[src/rtl/irqa_pkg.sv]
package irqa_pkg;

    localparam int unsigned TYPE_W = 8;
    localparam logic [TYPE_W-1:0] NM_TYPE = TYPE_W'(2);

    typedef enum logic [1:0] {
        SRC_NONE = 2'd0,
        SRC_NM   = 2'd1,
        SRC_MASK = 2'd2
    } src_e;

    typedef struct packed {
        logic              take;
        logic              nm;
        logic [TYPE_W-1:0] vtype;
        logic              clr;
    } grant_t;

    function automatic grant_t make_grant(src_e src, logic soft_clr);
        grant_t g;
        g.take  = (src != SRC_NONE);
        g.nm    = (src == SRC_NM);
        g.vtype = (src == SRC_NM) ? NM_TYPE : '0;
        g.clr   = (src != SRC_NONE) || soft_clr;
        return g;
    endfunction

endpackage

[src/rtl/irqa_sync.sv]
module irqa_sync #(
    parameter int unsigned STAGES = 2
) (
    input  logic clk,
    input  logic rst,
    input  logic d,
    output logic q
);
    logic [STAGES-1:0] chain;

    generate
        for (genvar i = 0; i < STAGES; i++) begin : g_stage
            if (i == 0) begin : g_first
                always_ff @(posedge clk) begin
                    if (rst) chain[0] <= 1'b0;
                    else     chain[0] <= d;
                end
            end else begin : g_next
                always_ff @(posedge clk) begin
                    if (rst) chain[i] <= 1'b0;
                    else     chain[i] <= chain[i-1];
                end
            end
        end
    endgenerate

    assign q = chain[STAGES-1];
endmodule

[src/rtl/irqa_nmi_latch.sv]
module irqa_nmi_latch (
    input  logic clk,
    input  logic rst,
    input  logic lvl,
    input  logic consume,
    output logic rise,
    output logic pending
);
    logic lvl_d;

    always_ff @(posedge clk) begin
        if (rst) lvl_d <= 1'b0;
        else     lvl_d <= lvl;
    end

    assign rise = lvl && !lvl_d;

    // A rise seen in the consuming cycle re-arms the latch.
    always_ff @(posedge clk) begin
        if (rst)          pending <= 1'b0;
        else if (consume) pending <= rise;
        else              pending <= pending || rise;
    end
endmodule

[src/rtl/irqa_prio.sv]
module irqa_prio
    import irqa_pkg::*;
(
    input  logic   bnd,
    input  logic   nm_pend,
    input  logic   mreq_q,
    input  logic   ien,
    input  logic   trap,
    output grant_t grant,
    output logic   nm_consume
);
    src_e src;

    always_comb begin
        src = SRC_NONE;
        if (bnd) begin
            if (nm_pend)             src = SRC_NM;
            else if (mreq_q && ien)  src = SRC_MASK;
        end
    end

    assign grant      = make_grant(src, bnd && trap);
    assign nm_consume = (src == SRC_NM);
endmodule

[src/rtl/irq_arbiter.sv]
module irq_arbiter
    import irqa_pkg::*;
#(
    parameter int unsigned SYNC_STAGES = 2
) (
    input  logic              clk,
    input  logic              rst,
    input  logic              nmi_async,
    input  logic              mreq,
    input  logic              ien,
    input  logic              bnd,
    input  logic              trap,
    output logic              take,
    output logic              sel_nm,
    output logic [TYPE_W-1:0] vec_type,
    output logic              ien_clr
);
    logic   nmi_s;
    logic   nmi_rise;
    logic   nm_pend;
    logic   nm_consume;
    logic   mreq_q;
    grant_t grant_d;
    grant_t grant_q;

    irqa_sync #(.STAGES(SYNC_STAGES)) u_sync (
        .clk (clk),
        .rst (rst),
        .d   (nmi_async),
        .q   (nmi_s)
    );

    irqa_nmi_latch u_latch (
        .clk     (clk),
        .rst     (rst),
        .lvl     (nmi_s),
        .consume (nm_consume),
        .rise    (nmi_rise),
        .pending (nm_pend)
    );

    // Maskable level captured each edge: holds the previous cycle's value.
    always_ff @(posedge clk) begin
        if (rst) mreq_q <= 1'b0;
        else     mreq_q <= mreq;
    end

    irqa_prio u_prio (
        .bnd        (bnd),
        .nm_pend    (nm_pend),
        .mreq_q     (mreq_q),
        .ien        (ien),
        .trap       (trap),
        .grant      (grant_d),
        .nm_consume (nm_consume)
    );

    always_ff @(posedge clk) begin
        if (rst) grant_q <= '0;
        else     grant_q <= grant_d;
    end

    assign take     = grant_q.take;
    assign sel_nm   = grant_q.nm;
    assign vec_type = grant_q.vtype;
    assign ien_clr  = grant_q.clr;

    logic unused_rise;
    assign unused_rise = nmi_rise;
endmodule

[config.mk]
export PLATFORM = sky130hd
export DESIGN_NAME = irq_arbiter
export DESIGN_NICKNAME = d
export VERILOG_FILES = /design/src/rtl/irqa_pkg.sv /design/src/rtl/irqa_sync.sv /design/src/rtl/irqa_nmi_latch.sv /design/src/rtl/irqa_prio.sv /design/src/rtl/irq_arbiter.sv
export SDC_FILE = /design/constraint.sdc
export NUM_CORES = 1
export LEC_CHECK = 0
export BUFFER_PORTS_ARGS = -buffer_cell sky130_fd_sc_hd__buf_2
export CAP_MARGIN = 10
export CELL_PAD_IN_SITES_DETAIL_PLACEMENT = 1
export CELL_PAD_IN_SITES_GLOBAL_PLACEMENT = 2
export CORE_MARGIN = 3
export CORE_UTILIZATION = 33
export CTS_CLUSTER_DIAMETER = 80
export CTS_CLUSTER_SIZE = 24
export DETAILED_ROUTE_END_ITERATION = 12
export PLACE_DENSITY_LB_ADDON = 0.1
export SLEW_MARGIN = 40
export SYNTH_ARGS = -nofsm -noshare
export SYNTH_HDL_FRONTEND = slang
export SYNTH_HIERARCHICAL = 1
export SYNTH_SLANG_ARGS = --single-unit
[constraint.sdc]
create_clock -name clk -period 1.4 [get_ports clk]
set_clock_uncertainty 0.1 [all_clocks]
set_input_delay 0.21 -clock clk [delete_from_list [all_inputs] [get_ports clk]]
set_output_delay 0.21 -clock clk [all_outputs]
set_load 0.02 [all_outputs]
=== After elaboration in Yosys (flattened, before gate mapping) ===
Cells that the tools add are included.

* Magnitude comparators: 0
* Shift-type cells: 0
* Div/mod/pow operators: 0
* Multiplexer cells: 5
* Reductions and logical operators: 7
* Add/subtract/negate cells: 0
* Bitwise operators: 0
* Multipliers: 0
* Eq/ne operators: 1

{| class="wikitable"
|+ Operators by type and width
! operator !! count
|-
| 2-to-1 mux 2 bit || 4
|-
| logical AND 1 bit || 3
|-
| equality test 2 x 1 -> 1 bit (second input constant) || 1
|-
| logical OR 1 bit || 2
|-
| nonzero test 2 bit || 1
|-
| zero test 1 bit || 1
|-
| 2-to-1 mux 1 bit || 1
|}

* Memories kept: 0
* Output and inout port bits: 11
* Bits in latches: 0
* Register bits: 16
* Word-level logic and storage cells: 22
* Bits in read-only memories: 0
* Bits of input ports: 7
* Bits in writable memories: 0

=== Logic depth before layout (Yosys ltp) ===
Gate-level depths: netlist of the first run.

* Depth after elaboration: 6
* Gate-level depth with buffers: 3
* Gate-level depth less buffers: 3

=== By module ===
Netlist of the first run, hierarchy kept.

{| class="wikitable"
|+ By module, submodules not included
! module !! area each (µm²) !! seq. area each (µm²) !! cells each !! instances
|-
| irq_arbiter || 366.6 || 240.2 || 25 || 1
|-
| irqa_prio || 103.8 || 0.0 || 15 || 1
|-
| irqa_nmi_latch || 76.3 || 40.0 || 6 || 1
|-
| irqa_sync || 52.6 || 40.0 || 4 || 1
|}

=== Worst setup path after synthesis of the first run ===
Ideal clock, no wire load.

* Path type: reg-to-reg
* Start point: register u_latch.pending
* End point: register grant_q (netlist bit sel_nm)
* Data required time: 1.185 ns
* Setup time: 0.115 ns
* Stages on the path, launching flop included: 4
* Buffers on the path: 1
* Data arrival time: 0.715 ns
* Setup slack: 0.470 ns
* Clock period less this slack: 0.930 ns
* Path through: dfxtp_1 and2_1 buf_4 nor2b_2

* Cells in the longest elaborated chain, start to end: 3

{| class="wikitable"
|+ RTL lines
! element !! line !! text
|-
| from (decl) || irqa_nmi_latch.sv:7 || <nowiki>output logic pending</nowiki>
|-
| from (signal assigned) || irqa_nmi_latch.sv:21 || <nowiki>else if (consume) pending <= rise;</nowiki>
|-
| from (signal assigned) || irqa_nmi_latch.sv:22 || <nowiki>else pending <= pending || rise;</nowiki>
|-
| 2-to-1 mux 2 bit || irqa_prio.sv:17 || <nowiki>if (nm_pend) src = SRC_NM;</nowiki>
|-
| 2-to-1 mux 2 bit || irqa_prio.sv:16 || <nowiki>if (bnd) begin</nowiki>
|-
| equality test 2 x 1 -> 1 bit || n/a ||
|-
| via nm_consume || irq_arbiter.sv:21 || <nowiki>logic nm_consume;</nowiki>
|-
| to (signal assigned) || irq_arbiter.sv:60 || <nowiki>else grant_q <= grant_d;</nowiki>
|-
| to (decl) || irq_arbiter.sv:24 || <nowiki>grant_t grant_q;</nowiki>
|}

The timed path passes the listed nets, and every way through them passes these cells.
A chain may end at the register's enable or synchronous reset.

=== Final worst setup path of the first run ===
* Start point: register grant_q (netlist bit vec_type[0])
* End point: output vec_type[0]

{| class="wikitable"
|+ RTL lines
! element !! line !! text
|-
| to (decl) || irq_arbiter.sv:15 || <nowiki>output logic [TYPE_W-1:0] vec_type,</nowiki>
|}

No word-level cell between the ends.

==> impl_metrics.yaml, run 1 <==
drt:
  avgViaCountPerCell: 3.52
  drt_first_pass_iters: 1
  ant_nets: 0
  wl_um: 761
  drtIter0Drc: 0
  drcViolationCount: 0
  vias: 324
  wl_per_cell_um: 8.27
synthesis:
  synth-async-reset-ratio_pct: 0
  synth_cells: 50
  yosysMostFrequentCell: "dfxtp_1"
  synth_edf_count: 0
  synth_common_cells: "dfxtp_1 (16), buf_4 (9), nor2b_2 (8)"
  synth_top_area_share_pct: 53.4
  netlist_area_um2: 599
  ys.warnings.count: 6
  synthFlopType: "dfxtp_1"
  ys_seq_area_share_pct: 53.4
  avgSynthCellArea_um2: 12.0
  ys_types: 13
  yosys.area.top_type: "dfxtp_1"
  yosys-top-cells-area: "dfxtp_1 (53%), nor2b_2 (12%), buf_4 (11%), nor2b_4 (6.9%), nor2b_1 (5.2%)"
  ys_ff_latch: 16
worst_setup_path:
  cp.arrival_ns: 0.75
  cp_slowest_stage_delay_ns: 0.32
  cp.required_ns: 1.09
  path_buf_inv: 1
  crit_family: "flip-flops"
  r2r_slack_ns: 0.46
  cpMaxStageDelayCell: "dfxtp_1"
  r2r_cells: 3
  rr_endpoint: "u_latch/pending$_SDFF_PP0_"
  r2r-start: "u_latch/pending$_SDFF_PP0_"
  critPathKind: "reg -> out"
  cp_cell_sequence: "buf_2"
  endpoint_kind: "primary output"
  cp_max_fo: 1
  cp-start-kind: "flop"
final_layout:
  syn_to_final_growth_pct: 17.1
  layout-drive-gt1-share_pct: 52.9
  final_nets: 76
  finish.utilization_pct: 43.6
  fin_cells: 92
  n_antenna_cell: 0
placement:
  gp_congestion: 0.642
  port-buffer-count: 17
  placed_cells: 88
cts:
  clock-sinks: 16
  cts_setup_buffers: 0
  tritoncts: "yes"
  clock_latency_ns: 0.27
  cts_resized: 0
  clkTransAtPathRegs_ns: 0.09
  cts_buffers: 3
  hold_buffers: 0
  clock-root-buffer: "clkbuf_4"
  h-tree-depth: 1
  clock_path_buffers: 2
worst_hold_path:
  min_to: "mreq_q$_SDFF_PP0_"
  hp-class: "in -> reg"
  worst_hold_startpoint: "mreq"
  worstHoldPathCells: 2
pwr:
  p_switching_uw: 187
  p_leak_uw: 0.000348
  switching_share_pct: 21.7
  clockPowerShare_pct: 34.3
  pwr-share-seq_pct: 55.9
  total_power_uw: 861
  vdd_ir_drop_max_mv: 0.525
  p_int_uw: 674
  power_frac_comb_pct: 9.8
  power.density_mw_per_mm2: 1230
floorplan:
  dieWidth_um: 48.6
  dieArea_mm2: 0.00236
  rows: 14
  start_util_pct: 37.2
  pin_count: 18
  coreArea_mm2: 0.00161
  die-height_um: 48.6
timing:
  setup_viol: 0
  setup_tns_ns: 0
  max_freq_mhz: 943
  min_period_ns: 1.06
  period_share_pct: 75.7
  hold_violations: 0
  report.final.slew_viol_count: 0
  rsz0062_at_grt: "false"
job:
  drv_cap: 0
global_routing:
  overflow: 0
  grt_pass1_vias: 331
  grt_max_degree: 12
  track_usage_pct: 7.22
  grt_antenna_before_repair: 0
  grt_pass1_wl_mm: 1.32
status:
  status: "complete, no violations"
cell families after synthesis:
kind of cell           after synthesis  synth area share [%]
DFF                                 16                  53.4
and+or+nand+nor                     19                  27.8
buffers and inverters               11                  13.8
AOI/OAI and AO/OA                    3                  4.38
other                                1                 0.626
worst max path at each step:
| stage | from | end | slack [ns] | cells past startpoint |
|---|---|---|---|---|
| after floorplan | u_latch/pending$_SDFF_PP0_ | sel_nm$_SDFF_PP0_ | 0.47 | 3 |
| after global placement | rst | sel_nm$_SDFF_PP0_ | 0.46 | 3 |
| after detailed placement | rst | vec_type[1]$_SDFF_PP0_ | 0.47 | 3 |
| after CTS | vec_type[0]$_SDFF_PP0_ | vec_type[0] | 0.32 | 1 |
| after global routing | vec_type[4]$_SDFF_PP0_ | vec_type[4] | 0.28 | 1 |
| final | vec_type[0]$_SDFF_PP0_ | vec_type[0] | 0.34 | 1 |
power groups by stage:
stage	Combinational, µW	Clock [µW]	Sequential, µW
after detailed placement	84.3	0	492
after global routing	93.5	338	484
after global placement	84.2	0	492
after floorplan	55.7	0	511
after CTS	84.4	313	482
final	84.4	295	481
final cells by class:
| cell class | instances | area (µm²) |
|---|---|---|
| clock buffer | 4 | 36.3 |
| fill | 188 | 910 |
| inverter | 1 | 3.75 |
| multi-input combinational | 29 | 219 |
| sequential | 16 | 320 |
| tap | 24 | 30.0 |
| timing repair buffer | 18 | 92.6 |
routing by layer:
layer | track usage, % | up-vias | wire [µm]
met5 | 0 | - | 0
met4 | 2.84 | 0 | 0
met3 | 3.07 | 0 | 61
met2 | 12.2 | 11 | 390
met1 | 7.91 | 143 | 309
li1 | - | 170 | -
registers in the layout (all words and copies together) (netlist names):
register	cells
take	1
ien_clr	1
u_sync/chain	1
u_latch/lvl_d	1
vec_type	8
sel_nm	1
mreq_q	1
u_latch/pending	1
u_sync/q	1
metrics by stage:
step | hold WS, ns | instance area (µm²) | setup WS, ns
2_1_floorplan | 0.182 | 622 | 0.470
3_3_place_gp | 0.320 | 666 | 0.463
3_5_place_dp | 0.325 | 666 | 0.467
4_1_cts | 0.0282 | 702 | 0.321
5_1_grt | 0.0304 | 702 | 0.278
6_report | 0.0367 | 702 | 0.340
layout by cell type (no fill, tap or decap), drive strengths merged:
cell type  netlist  final
o21ba            1      1
dfxtp           16     16
a21boi           1      1
buf             10     18
conb             1      7
and2b            2      2
inv              1      1
a21oi            1      1
clkbuf           0      4
nor2b           16     16
and2             1      1
Note: power is estimated with default switching activity, not from simulation.
==> run 2: changes to the inputs <==
Settings changed: CORE_UTILIZATION 33 to 28.
Clock period 1.4 ns to 0.9 ns, I/O delays scaled along.
==> impl_metrics.yaml, run 2 (same netlist as run 1, synthesis figures left out) <==
drt:
  vias: 350
  drtIter0Drc: 0
  drt_first_pass_iters: 1
  wl_um: 841
  drcViolationCount: 0
  avgViaCountPerCell: 3.57
  wl_per_cell_um: 8.58
  ant_nets: 0
final_layout:
  final_nets: 79
  n_antenna_cell: 0
  layout-drive-gt1-share_pct: 71.8
  final_cell_area_um2: 822
  largest_reg_flops: 8
  syn_to_final_growth_pct: 37.2
  layout_commonest_cell: "dfxtp_2"
  fin_cells: 98
  final_cell_mix: "dfxtp_2 (12), buf_6 (11), nor2b_2 (9)"
worst_setup_path:
  cp_max_fo: 1
  crit_family: "flip-flops"
  r2r_cells: 3
  critPathKind: "reg -> out"
  path_depth: 1
  cp_cell_sequence: "buf_6"
  cp.required_ns: 0.66
  path_buf_inv: 1
  cp-start-kind: "flop"
  cpMaxStageDelayCell: "dfxtp_2"
  r2r_slack_ns: -0.01
  cp_slowest_stage_delay_ns: 0.33
  cp.arrival_ns: 0.72
  endpoint_kind: "primary output"
cts:
  clock-sinks: 16
  clkTransAtPathRegs_ns: 0.09
  clock_path_buffers: 2
  cts_buffers: 3
  clock-root-buffer: "clkbuf_4"
  h-tree-depth: 1
  clock_latency_ns: 0.28
  tritoncts: "yes"
floorplan:
  die-height_um: 52.3
  start_util_pct: 29.9
  dieArea_mm2: 0.00273
  pin_count: 18
  rows: 16
  coreArea_mm2: 0.00200
  dieWidth_um: 52.3
timing:
  hold_ws_ns: 0.0157
  rsz0062_at_grt: "true"
  setup_viol: 12
  min_period_ns: 0.960
  fin_ws_ns: -0.0598
  hold_violations: 0
  max_freq_mhz: 1040
  period_share_pct: 107
  report.final.slew_viol_count: 0
worst_hold_path:
  hp-class: "in -> reg"
  worstHoldPathCells: 2
status:
  status: "finished with violations"
  violations: "setup timing"
global_routing:
  grt_pass1_vias: 362
  grt_pass1_wl_mm: 1.59
  track_usage_pct: 8.86
  grt_antenna_before_repair: 0
  overflow: 0
  grt_max_degree: 10
pwr:
  power.density_mw_per_mm2: 1690
  total_power_uw: 1390
  vdd_ir_drop_max_mv: 0.886
  p_leak_uw: 0.000380
placement:
  placed_area_um2: 679
  place_hpwl_um: 636
  port-buffer-count: 17
  placed_cells: 92
  pre_cts_slack_ns: -0.0303
  gp_congestion: 0.574
job:
  drv_cap: 0
run 2: timing repair:
item / CTS / global route
resized for setup: 34 / 1
setup buffers: 0 / 0
endpoints found under the setup margin: 13 / 13
hold endpoints to repair: 2 / 0
pin swaps: 2 / 1
hold buffers: 2 / 0
run 2: through the flow:
step / TNS [ns] / util, %
floorplan: 0 / -
global placement: -0.0223 / 33.9
detailed placement: -0.0439 / 33.9
CTS: -0.923 / 40.9
global route: -1.30 / 41.1
finish: -0.623 / 41.1
run 2: path summary, 6_finish.rpt:
check	startpoint	to
worst min register to register	u_sync/chain[0]$_SDFF_PP0_	u_sync/q$_SDFF_PP0_
worst max-delay path	vec_type[5]$_SDFF_PP0_	vec_type[5]
worst min-delay path	rst	take$_SDFF_PP0_
worst max register to register	u_latch/pending$_SDFF_PP0_	ien_clr$_SDFF_PP0_
run 2: power breakdown:
part           switching [µW]  total (µW)  internal [µW]
clock                     213         459            246
combinational            70.1         168           98.3
sequential               14.2         759            744
run 2: final cells by class:
type	count	area [µm²]
Fill cell	224	1180
Tap cell	27	33.8
Timing Repair Buffer	21	189
Inverter	1	3.75
Clock buffer	4	36.3
Multi-Input combinational cell	29	224
Sequential cell	16	335
run 2: metal layers:
| metal | vias to the layer above | global-route usage [%] | routed length [µm] |
|---|---|---|---|
| met3 | 0 | 6.27 | 74 |
| met1 | 163 | 8.35 | 332 |
| met5 | - | 0 | 0 |
| met4 | 0 | 7.66 | 0 |
| met2 | 11 | 12.8 | 434 |
| li1 | 176 | - | - |
